### config.mk
export PLATFORM = sky130hd
export DESIGN_NAME = btb_fold
export DESIGN_NICKNAME = d
export VERILOG_FILES = /design/src/rtl/btb_fold_pkg.sv /design/src/rtl/btb_cam.sv /design/src/rtl/btb_victim.sv /design/src/rtl/btb_store.sv /design/src/rtl/btb_fold.sv
export SDC_FILE = /design/constraint.sdc
export NUM_CORES = 2
export LEC_CHECK = 0
export BUFFER_PORTS_ARGS = -buffer_cell sky130_fd_sc_hd__buf_2
export CORE_UTILIZATION = 40
export DETAILED_ROUTE_END_ITERATION = 7
export RECOVER_POWER = 100
export SYNTH_ARGS = -nofsm -noshare
export SYNTH_HDL_FRONTEND = slang
export SYNTH_SLANG_ARGS = --single-unit
### constraint.sdc
create_clock -name clk -period 4 [get_ports clk]
set_input_delay 0.4 -clock clk [delete_from_list [all_inputs] [get_ports clk]]
set_output_delay 0.4 -clock clk [all_outputs]
set_load 0.03 [all_outputs]
### src/rtl/btb_fold_pkg.sv
// Package btb_fold_pkg
// Shared encodings for the taken-branch target cache. It assumes nothing
// beyond the standard integer types.
package btb_fold_pkg;

    // Classification of one execute-stage report against the table contents
    typedef enum logic [1:0] {
        UPD_IDLE    = 2'd0,  // no report, or not-taken for an absent address
        UPD_REFRESH = 2'd1,  // taken, address present: rewrite in place
        UPD_INSTALL = 2'd2,  // taken, address absent: allocate an entry
        UPD_DROP    = 2'd3   // not taken, address present: invalidate
    } upd_kind_e;

    // Next value of a wrapping pointer over n slots
    function automatic int unsigned wrap_inc(input int unsigned cur, input int unsigned n);
        return (cur + 1 >= n) ? 0 : cur + 1;
    endfunction

endpackage

### src/rtl/btb_cam.sv
// Module btb_cam
// Compares one key against every stored tag in parallel and reports whether
// a valid tag matches and at which index. It assumes the table never holds
// two valid copies of the same tag; if it did, the highest index would win.
module btb_cam #(
    parameter int N    = 8,
    parameter int PC_W = 32,
    localparam int IDX_W = (N > 1) ? $clog2(N) : 1
) (
    input  logic [PC_W-1:0]  key,
    input  logic [N-1:0]     valid,
    input  logic [PC_W-1:0]  tags [N],
    output logic             hit,
    output logic [IDX_W-1:0] idx
);

    logic [N-1:0] match;

    // One comparator per entry
    for (genvar g = 0; g < N; g++) begin : g_cmp
        assign match[g] = valid[g] && (tags[g] == key);
    end

    // Reduce the match vector to a hit flag and an index
    always_comb begin
        hit = |match;
        idx = '0;
        for (int i = 0; i < N; i++) begin
            if (match[i]) idx = IDX_W'(i);
        end
    end

endmodule

### src/rtl/btb_victim.sv
// Module btb_victim
// Chooses the slot for a new entry: the lowest empty slot when one exists,
// otherwise the slot under a round-robin pointer. The pointer moves only when
// a full table is actually overwritten. It assumes `alloc` is asserted only in
// cycles that write the chosen slot.
module btb_victim
    import btb_fold_pkg::*;
#(
    parameter int N = 8,
    localparam int IDX_W = (N > 1) ? $clog2(N) : 1
) (
    input  logic             clk,
    input  logic             rst_n,
    input  logic [N-1:0]     valid,
    input  logic             alloc,
    output logic [IDX_W-1:0] slot
);

    logic [IDX_W-1:0] rr_q;
    logic [IDX_W-1:0] free_idx;
    logic             has_free;

    // Priority search for the lowest-numbered empty slot
    always_comb begin
        has_free = 1'b0;
        free_idx = '0;
        for (int i = N - 1; i >= 0; i--) begin
            if (!valid[i]) begin
                has_free = 1'b1;
                free_idx = IDX_W'(i);
            end
        end
        slot = has_free ? free_idx : rr_q;
    end

    // Round-robin pointer, stepped on each replacement of a valid entry
    always_ff @(posedge clk) begin
        if (!rst_n) begin
            rr_q <= '0;
        end else if (alloc && !has_free) begin
            rr_q <= IDX_W'(wrap_inc(int'(rr_q), N));
        end
    end

endmodule

### src/rtl/btb_store.sv
// Module btb_store
// Register array of entries: valid bit, branch address, destination,
// unconditional flag and destination instruction word. One write and one
// invalidate per cycle; it assumes the two never target the same slot.
module btb_store #(
    parameter int N      = 8,
    parameter int PC_W   = 32,
    parameter int INSN_W = 32,
    localparam int IDX_W = (N > 1) ? $clog2(N) : 1
) (
    input  logic              clk,
    input  logic              rst_n,
    input  logic              wr_en,
    input  logic [IDX_W-1:0]  wr_idx,
    input  logic [PC_W-1:0]   wr_pc,
    input  logic [PC_W-1:0]   wr_target,
    input  logic              wr_uncond,
    input  logic [INSN_W-1:0] wr_insn,
    input  logic              clr_en,
    input  logic [IDX_W-1:0]  clr_idx,
    output logic [N-1:0]      valid_q,
    output logic [PC_W-1:0]   pc_q     [N],
    output logic [PC_W-1:0]   target_q [N],
    output logic [N-1:0]      uncond_q,
    output logic [INSN_W-1:0] insn_q   [N]
);

    for (genvar g = 0; g < N; g++) begin : g_entry
        logic sel_wr;
        logic sel_clr;

        assign sel_wr  = wr_en  && (wr_idx  == IDX_W'(g));
        assign sel_clr = clr_en && (clr_idx == IDX_W'(g));

        // Entry state: cleared on reset, written on install or refresh, dropped on not-taken
        always_ff @(posedge clk) begin
            if (!rst_n) begin
                valid_q[g]  <= 1'b0;
                pc_q[g]     <= '0;
                target_q[g] <= '0;
                uncond_q[g] <= 1'b0;
                insn_q[g]   <= '0;
            end else if (sel_wr) begin
                valid_q[g]  <= 1'b1;
                pc_q[g]     <= wr_pc;
                target_q[g] <= wr_target;
                uncond_q[g] <= wr_uncond;
                insn_q[g]   <= wr_insn;
            end else if (sel_clr) begin
                valid_q[g]  <= 1'b0;
            end
        end
    end

endmodule

### src/rtl/btb_fold.sv
// Module btb_fold
// Taken-branch target cache searched by the fetch address in the same cycle.
// On a hit it supplies the stored destination and a taken flag, and for
// unconditional entries the destination instruction word to fold in place of
// the branch. Execute-stage reports write at the clock edge, so a lookup in
// the same cycle sees the old contents. It assumes one report per cycle.
module btb_fold
    import btb_fold_pkg::*;
#(
    parameter int PC_W       = 32,
    parameter int INSN_W     = 32,
    parameter int ENTRIES    = 8,
    parameter int INSN_BYTES = 4
) (
    input  logic              clk,
    input  logic              rst_n,
    input  logic [PC_W-1:0]   fetch_pc,
    output logic              hit,
    output logic              pred_taken,
    output logic [PC_W-1:0]   pred_pc,
    output logic              fold_valid,
    output logic [INSN_W-1:0] fold_insn,
    input  logic              upd_valid,
    input  logic [PC_W-1:0]   upd_pc,
    input  logic              upd_taken,
    input  logic [PC_W-1:0]   upd_target,
    input  logic              upd_uncond,
    input  logic [INSN_W-1:0] upd_insn
);

    localparam int IDX_W = (ENTRIES > 1) ? $clog2(ENTRIES) : 1;

    logic [ENTRIES-1:0] valid_q;
    logic [PC_W-1:0]    pc_q     [ENTRIES];
    logic [PC_W-1:0]    target_q [ENTRIES];
    logic [ENTRIES-1:0] uncond_q;
    logic [INSN_W-1:0]  insn_q   [ENTRIES];

    logic               f_hit;
    logic [IDX_W-1:0]   f_idx;
    logic               u_hit;
    logic [IDX_W-1:0]   u_idx;
    logic [IDX_W-1:0]   victim;
    upd_kind_e          kind;
    logic               wr_en;
    logic [IDX_W-1:0]   wr_idx;

    // Fetch-side search
    btb_cam #(.N(ENTRIES), .PC_W(PC_W)) u_fetch_cam (
        .key   (fetch_pc),
        .valid (valid_q),
        .tags  (pc_q),
        .hit   (f_hit),
        .idx   (f_idx)
    );

    // Execute-side search, to find an existing entry for the report
    btb_cam #(.N(ENTRIES), .PC_W(PC_W)) u_upd_cam (
        .key   (upd_pc),
        .valid (valid_q),
        .tags  (pc_q),
        .hit   (u_hit),
        .idx   (u_idx)
    );

    // Classify the execute-stage report
    always_comb begin
        kind = UPD_IDLE;
        if (upd_valid) begin
            if (upd_taken) kind = u_hit ? UPD_REFRESH : UPD_INSTALL;
            else if (u_hit) kind = UPD_DROP;
        end
        wr_en  = (kind == UPD_REFRESH) || (kind == UPD_INSTALL);
        wr_idx = (kind == UPD_REFRESH) ? u_idx : victim;
    end

    btb_victim #(.N(ENTRIES)) u_victim (
        .clk   (clk),
        .rst_n (rst_n),
        .valid (valid_q),
        .alloc (kind == UPD_INSTALL),
        .slot  (victim)
    );

    btb_store #(.N(ENTRIES), .PC_W(PC_W), .INSN_W(INSN_W)) u_store (
        .clk       (clk),
        .rst_n     (rst_n),
        .wr_en     (wr_en),
        .wr_idx    (wr_idx),
        .wr_pc     (upd_pc),
        .wr_target (upd_target),
        .wr_uncond (upd_uncond),
        .wr_insn   (upd_insn),
        .clr_en    (kind == UPD_DROP),
        .clr_idx   (u_idx),
        .valid_q   (valid_q),
        .pc_q      (pc_q),
        .target_q  (target_q),
        .uncond_q  (uncond_q),
        .insn_q    (insn_q)
    );

    // Prediction outputs: destination on a hit, sequential address otherwise
    always_comb begin
        hit        = f_hit;
        pred_taken = f_hit;
        pred_pc    = f_hit ? target_q[f_idx] : fetch_pc + PC_W'(INSN_BYTES);
        fold_valid = f_hit && uncond_q[f_idx];
        fold_insn  = fold_valid ? insn_q[f_idx] : '0;
    end

endmodule

# Word-level counts from Yosys, hierarchy flattened
# Cells that the tools add are included.
dict set report word_totals {
  in_bits 133
  elab_cells 191
  register_bits 787
}
dict set report classes {
  addsub 2
  n_reduce_logical 48
  bitwise_logic 1
  n_eq_ne 33
  n_mux 63
  n_lt_le_gt_ge 3
}
# operator count
set ops {}
lappend ops {{$eq A32 B32 Y1} 16}
lappend ops {{$bmux W32 S3} 2}
lappend ops {{$mux W32} 6}
lappend ops {{$mux W3} 19}
lappend ops {{$logic_and A1 B1 Y1} 34}
lappend ops {{$add A32 B3 Y32 const B} 1}
lappend ops {{$mux W1} 27}
lappend ops {{$eq A3 B3 Y1 const B} 8}
lappend ops {{$mux W2} 8}
lappend ops {{$reduce_bool A2 Y1} 8}
lappend ops {{$reduce_or A8 Y1} 2}
lappend ops {{$eq A3 B2 Y1 const B} 4}
lappend ops {{$ge A4 B4 Y1 const B} 2}
lappend ops {{$eq A3 B1 Y1 const B} 2}
lappend ops {{$logic_not A3 Y1} 2}
lappend ops {{$add A3 B1 Y4 const B} 1}
lappend ops {{$eq A2 B2 Y1 const B} 2}
lappend ops {{$lt A3 B4 Y1 const B} 1}
lappend ops {{$not A3 Y4} 1}
lappend ops {{$bmux W1 S3} 1}
lappend ops {{$eq A2 B1 Y1 const B} 1}
lappend ops {{$logic_not A1 Y1} 1}
lappend ops {{$logic_or A1 B1 Y1} 1}

# Longest topological paths before layout
dict set report logic_depth {
  ltp_word 14
  ltp_mapped 15
  depth_no_buf 10
}

# By module
# From an unflattened synthesis, not the netlist that was laid out.
dict set report unflattened {
  hier_cells 3900
  hier_area_um2 39385.3
}
# module instances cells_per_inst area_per_inst_um2
set by_module_without_submodules {}
lappend by_module_without_submodules {btb_store 1 2652 27923.0}
lappend by_module_without_submodules {btb_cam 2 391 3121.7}
lappend by_module_without_submodules {btb_fold 1 437 4981.0}
lappend by_module_without_submodules {btb_victim 1 29 237.7}

# Least setup slack after synthesis
# OpenSTA, ideal clock, no wires.
dict set report synth_timing {
  path_type {input port to output port}
  start {input fetch_pc[17]}
  end {output pred_pc[4]}
  arrival_time_ns 3.326
  path_buffers 4
  stages 14
  slack_ns 0.274
  cell_sequence {buf_2 -> xor2_1 -> nor4_1 -> nand4_1 -> or4_4 -> a21o_1 -> a31o_1 -> buf_6 -> nand2b_4 -> buf_8 -> buf_12 -> mux4_2 -> nand2_1 -> nand3_1}
}
dict set report synth_via {
  elab_chain_len 14
}
# element line
set synth_rtl {}
lappend synth_rtl {{start: declaration} btb_fold.sv:17} ;# input logic [PC_W-1:0] fetch_pc,
lappend synth_rtl {{$eq A32 B32 Y1} btb_cam.sv:21} ;# assign match[g] = valid[g] && (tags[g] == key);
lappend synth_rtl {{$logic_and A1 B1 Y1} btb_cam.sv:21}
lappend synth_rtl {{$mux W1} btb_cam.sv:29} ;# if (match[i]) idx = IDX_W'(i);
lappend synth_rtl {{$mux W2 (2 in series)} btb_cam.sv:29}
lappend synth_rtl {{$mux W3 (4 in series)} btb_cam.sv:29}
lappend synth_rtl {{$not A3 Y4 (not written as such)} btb_fold.sv:107} ;# pred_pc = f_hit ? target_q[f_idx] : fetch_pc + PC_W'(INSN_BYTES);
lappend synth_rtl {{$bmux W32 S3} btb_fold.sv:107}
lappend synth_rtl {{$mux W32 (not written as such) (2 in series)} btb_fold.sv:107}
lappend synth_rtl {{$mux W32 *} btb_fold.sv:107}
lappend synth_rtl {{end: declaration} btb_fold.sv:20} ;# output logic [PC_W-1:0] pred_pc,
# Every way passes the cells marked *; elsewhere a longest branch is shown, timed or not. The select of a mux whose other input is x is not followed.

# Final worst setup path
dict set report layout_timing {
  start {register u_store.pc_q[132] (netlist name)}
  end {output fold_insn[18]}
}
dict set report layout_via {
  elab_chain_len 12
}
# element line
set layout_rtl {}
lappend layout_rtl {{start: declaration} btb_store.sv:22} ;# output logic [PC_W-1:0] pc_q [N],
lappend layout_rtl {{start signal: indexed assignment} btb_store.sv:45} ;# pc_q[g] <= wr_pc;
lappend layout_rtl {{$eq A32 B32 Y1 *} btb_cam.sv:21}
lappend layout_rtl {{$logic_and A1 B1 Y1 *} btb_cam.sv:21}
lappend layout_rtl {{$mux W2} btb_cam.sv:29}
lappend layout_rtl {{$mux W3 (4 in series)} btb_cam.sv:29}
lappend layout_rtl {{$not A3 Y4 (not written as such)} btb_fold.sv:109} ;# fold_insn = fold_valid ? insn_q[f_idx] : '0;
lappend layout_rtl {{$bmux W32 S3} btb_fold.sv:109}
lappend layout_rtl {{$mux W32 (not written as such) (2 in series)} btb_fold.sv:109}
lappend layout_rtl {{$mux W32 *} btb_fold.sv:109}
lappend layout_rtl {{end: declaration} btb_fold.sv:22} ;# output logic [INSN_W-1:0] fold_insn,
# Marked as above.

==> reports/results.ini <==
[outcome]
outcome = complete, but fails checks
violations = negative setup slack

[floorplanning]
dieArea_um2 = 101800
chipHeight_um = 319.1
core_area_um2 = 98990
rows = 115
ios = 200
die_w_um = 319.1
start_util_pct = 40.62

[clock_network]
cts_buffer_depth = 3
cts_tree = done
cts_made_buffers = 90
clkTransAtPathRegs_ns = 0.06
cts_hold_buffers = 0
htree_levels = 3
root_buffer = clkbuf_16
cts.sinks = 787
worstSkewPairLatency_ns = 0.70

[run]
cap_violations = 0

[timing]
drv_slew = 0
setup_slack_ns = -0.5318
hold_viol = 0
setup_tns_ns = -93.98
setup_viol = 715
rsz0062_at_grt = yes
max_slew.worst_pin.slew_ns = 0.9221
fin_crit_ns = 4.532
final.setup_skew_ns = 0.03498
clock.fmax_mhz = 220.7
maxSlewHeadroom_pct = 38.38
fin_crit_sh_pct = 113.3

[global_route]
grtUsageTotal_pct = 29.22
antenna_found_initial = 11
grt_pass1_vias = 32520
grt_first_pass_wirelength_mm = 221.7
grt_overflow_total = 0
grt_max_degree = 118

[yosys]
syn_inst = 4268
synth_edf_count = 0
yosys_register_bits = 787
ys_warn_count = 0
ys_seq_area_share_pct = 39.18
synth_area_per_cell_um2 = 9.423
synth_ff_type = dfxtp_1
async_flop_share_pct = 0
synth_cell_types = 76
synth.net_count = 4403
netlist_area_um2 = 40220

[placement]
place_area_um2 = 46360
place_ws_ns = -0.3584
gp_congestion = 1.028
portBuffers = 199
hpwl_mm = 111.4

[critical_path]
cp.arrival_ns = 4.13
worstSetupPathType = reg -> out
endpoint_kind = output pin
cp_max_fo = 7
cp.required_ns = 3.60
cp-start-kind = register

[drt]
ant_nets = 0
drt_pass1_iterations = 6
vias_per_cell = 5.504
top_layer = met5
via_count = 33790
drt_iter0_drc = 3249
drc_errors = 0
wl_met2_mm = 67.31
wl_per_cell_um = 24.91
met1_length_mm = 67.63
met3_length_mm = 12.65
routed_wl_mm = 153.0

[min_path]
hold_path_class = in -> reg

[power_and_ir_drop]
p_leak_nw = 20.88
power_density_nw_per_um2 = 354.7
ir_drop_v = 0.0003445
power.total_mw = 18.08

[cells_and_area]
design_area_um2 = 50970
nNetsFinal = 4915
area_growth_pct = 26.74
finish.utilization_pct = 51.49
drive_above_1_share_pct = 22.57

==> kinds of logic after synthesis <==
group / share of synthesized area (%)
AOI/OAI and AO/OA: 4.297
xor gates and xnor gates: 11.74
adders and majority gates: 0.06221
buffers and inverters: 4.732
DFF: 39.18
muxes: 24.17
and+or+nand+nor: 15.82
==> repair_timing <==
item                                    4_1_cts  5_1_grt
cloned                                        5        3
gates resized for setup                     168      122
endpoints found under the setup margin       67      495
pin swaps                                    49       51
buffers inserted                             17       18
endpoints found under the hold margin         0        0
==> path summary, 6_finish.rpt <==
check | startpoint | endpoint | slack, ns | depth (start not counted)
setup / recovery | u_store.pc_q[132]$_SDFFE_PN0P_ | fold_insn[18] | -0.53 | 15
hold / removal | upd_target[21] | u_store.target_q[181]$_SDFFE_PN0P_ | 0.14 | 3
hold reg to reg | u_store.target_q[16]$_SDFFE_PN0P_ | u_store.target_q[16]$_SDFFE_PN0P_ | 0.46 | 2
setup reg to reg | u_store.pc_q[204]$_SDFFE_PN0P_ | u_store.target_q[168]$_SDFFE_PN0P_ | -0.21 | 12
==> report_power, final <==
group	total (mW)	internal [mW]	switching, mW
clock	8.35	4.76	3.59
sequential	7.97	7.91	0.0614
combinational	1.76	0.618	1.14
total	18.1	13.3	4.79
==> area by class of cell <==
type / count / area (um^2)
flip-flops and latches: 787 / 15780
fillers: 9083 / 48030
repair buffers: 745 / 7208
inverters: 12 / 47.55
clock buffers: 131 / 2646
diodes: 2 / 5.005
multi-input cells: 3144 / 23340
clock inverters: 32 / 336.6
well taps: 1287 / 1610
==> layout by cell type, fill, tap and decap left out, types with 41 or more instances in the layout <==
cell,count
buf_4,419
clkbuf_16,93
nand3_1,41
nand4_1,68
nand2_1,987
dfxtp_1,774
buf_12,125
xnor2_1,187
buf_6,51
buf_2,134
nor3_1,116
mux2i_1,941
nor4_1,105
xor2_1,336
==> registers in the layout, summed over array words and instances (netlist names) <==
register and flops:
u_store.valid_q 8, u_store.uncond_q 8, u_store.pc_q 256, u_victim.rr_q 3
u_store.insn_q 256, u_store.target_q 256
==> cell usage after synthesis, types with 10 or more instances <==
master	instances	area share [%]
o221ai_1	30	0.65
nand2_1	992	9.3
a221oi_2	12	0.45
o22ai_1	25	0.39
xor2_1	350	7.6
xnor2_1	189	4.1
nand4b_1	12	0.26
nor2_1	23	0.21
a21oi_1	30	0.37
buf_2	102	1.3
nand3_1	42	0.52
nand4_1	68	1.1
dfxtp_1	787	39
nor4_1	121	1.9
buf_4	59	1.1
a211oi_2	33	1.0
clkbuf_1	129	1.2
nor3_1	124	1.5
mux2i_1	952	24
a221oi_1	20	0.44
nand2b_1	10	0.16
inv_1	11	0.10
buf_6	23	0.64
==> through the flow <==
step / hold slack, ns / std cells
finish: 0.1373 / 6140
global route: 0.1426 / 6139
CTS: 0.1071 / 6120
detailed placement: 0.4449 / 5935
global placement: 0.4403 / 5935
floorplan: 0.4313 / 4268
==> layer usage <==
layer	up-vias	global-route usage (%)
met5	-	0
met4	14	10.04
met3	276	6.884
met2	1297	45.08
met1	16500	39.74
li1	15700	-
==> critical path: stages (launching register included) <==
cell,delay (ns)
dfxtp_1,0.34
xor2_1,0.23
nor4_1,0.31
nand4_1,0.18
or4_4,0.61
a211oi_4,0.31
buf_4,0.15
buf_6,0.10
nor2_4,0.05
mux2i_2,0.20
o22ai_2,0.11
a21oi_4,0.22
buf_12,0.21
clkbuf_16,0.18
a211oi_2,0.04
buf_4,0.17
(Power assumes the default switching activity.)
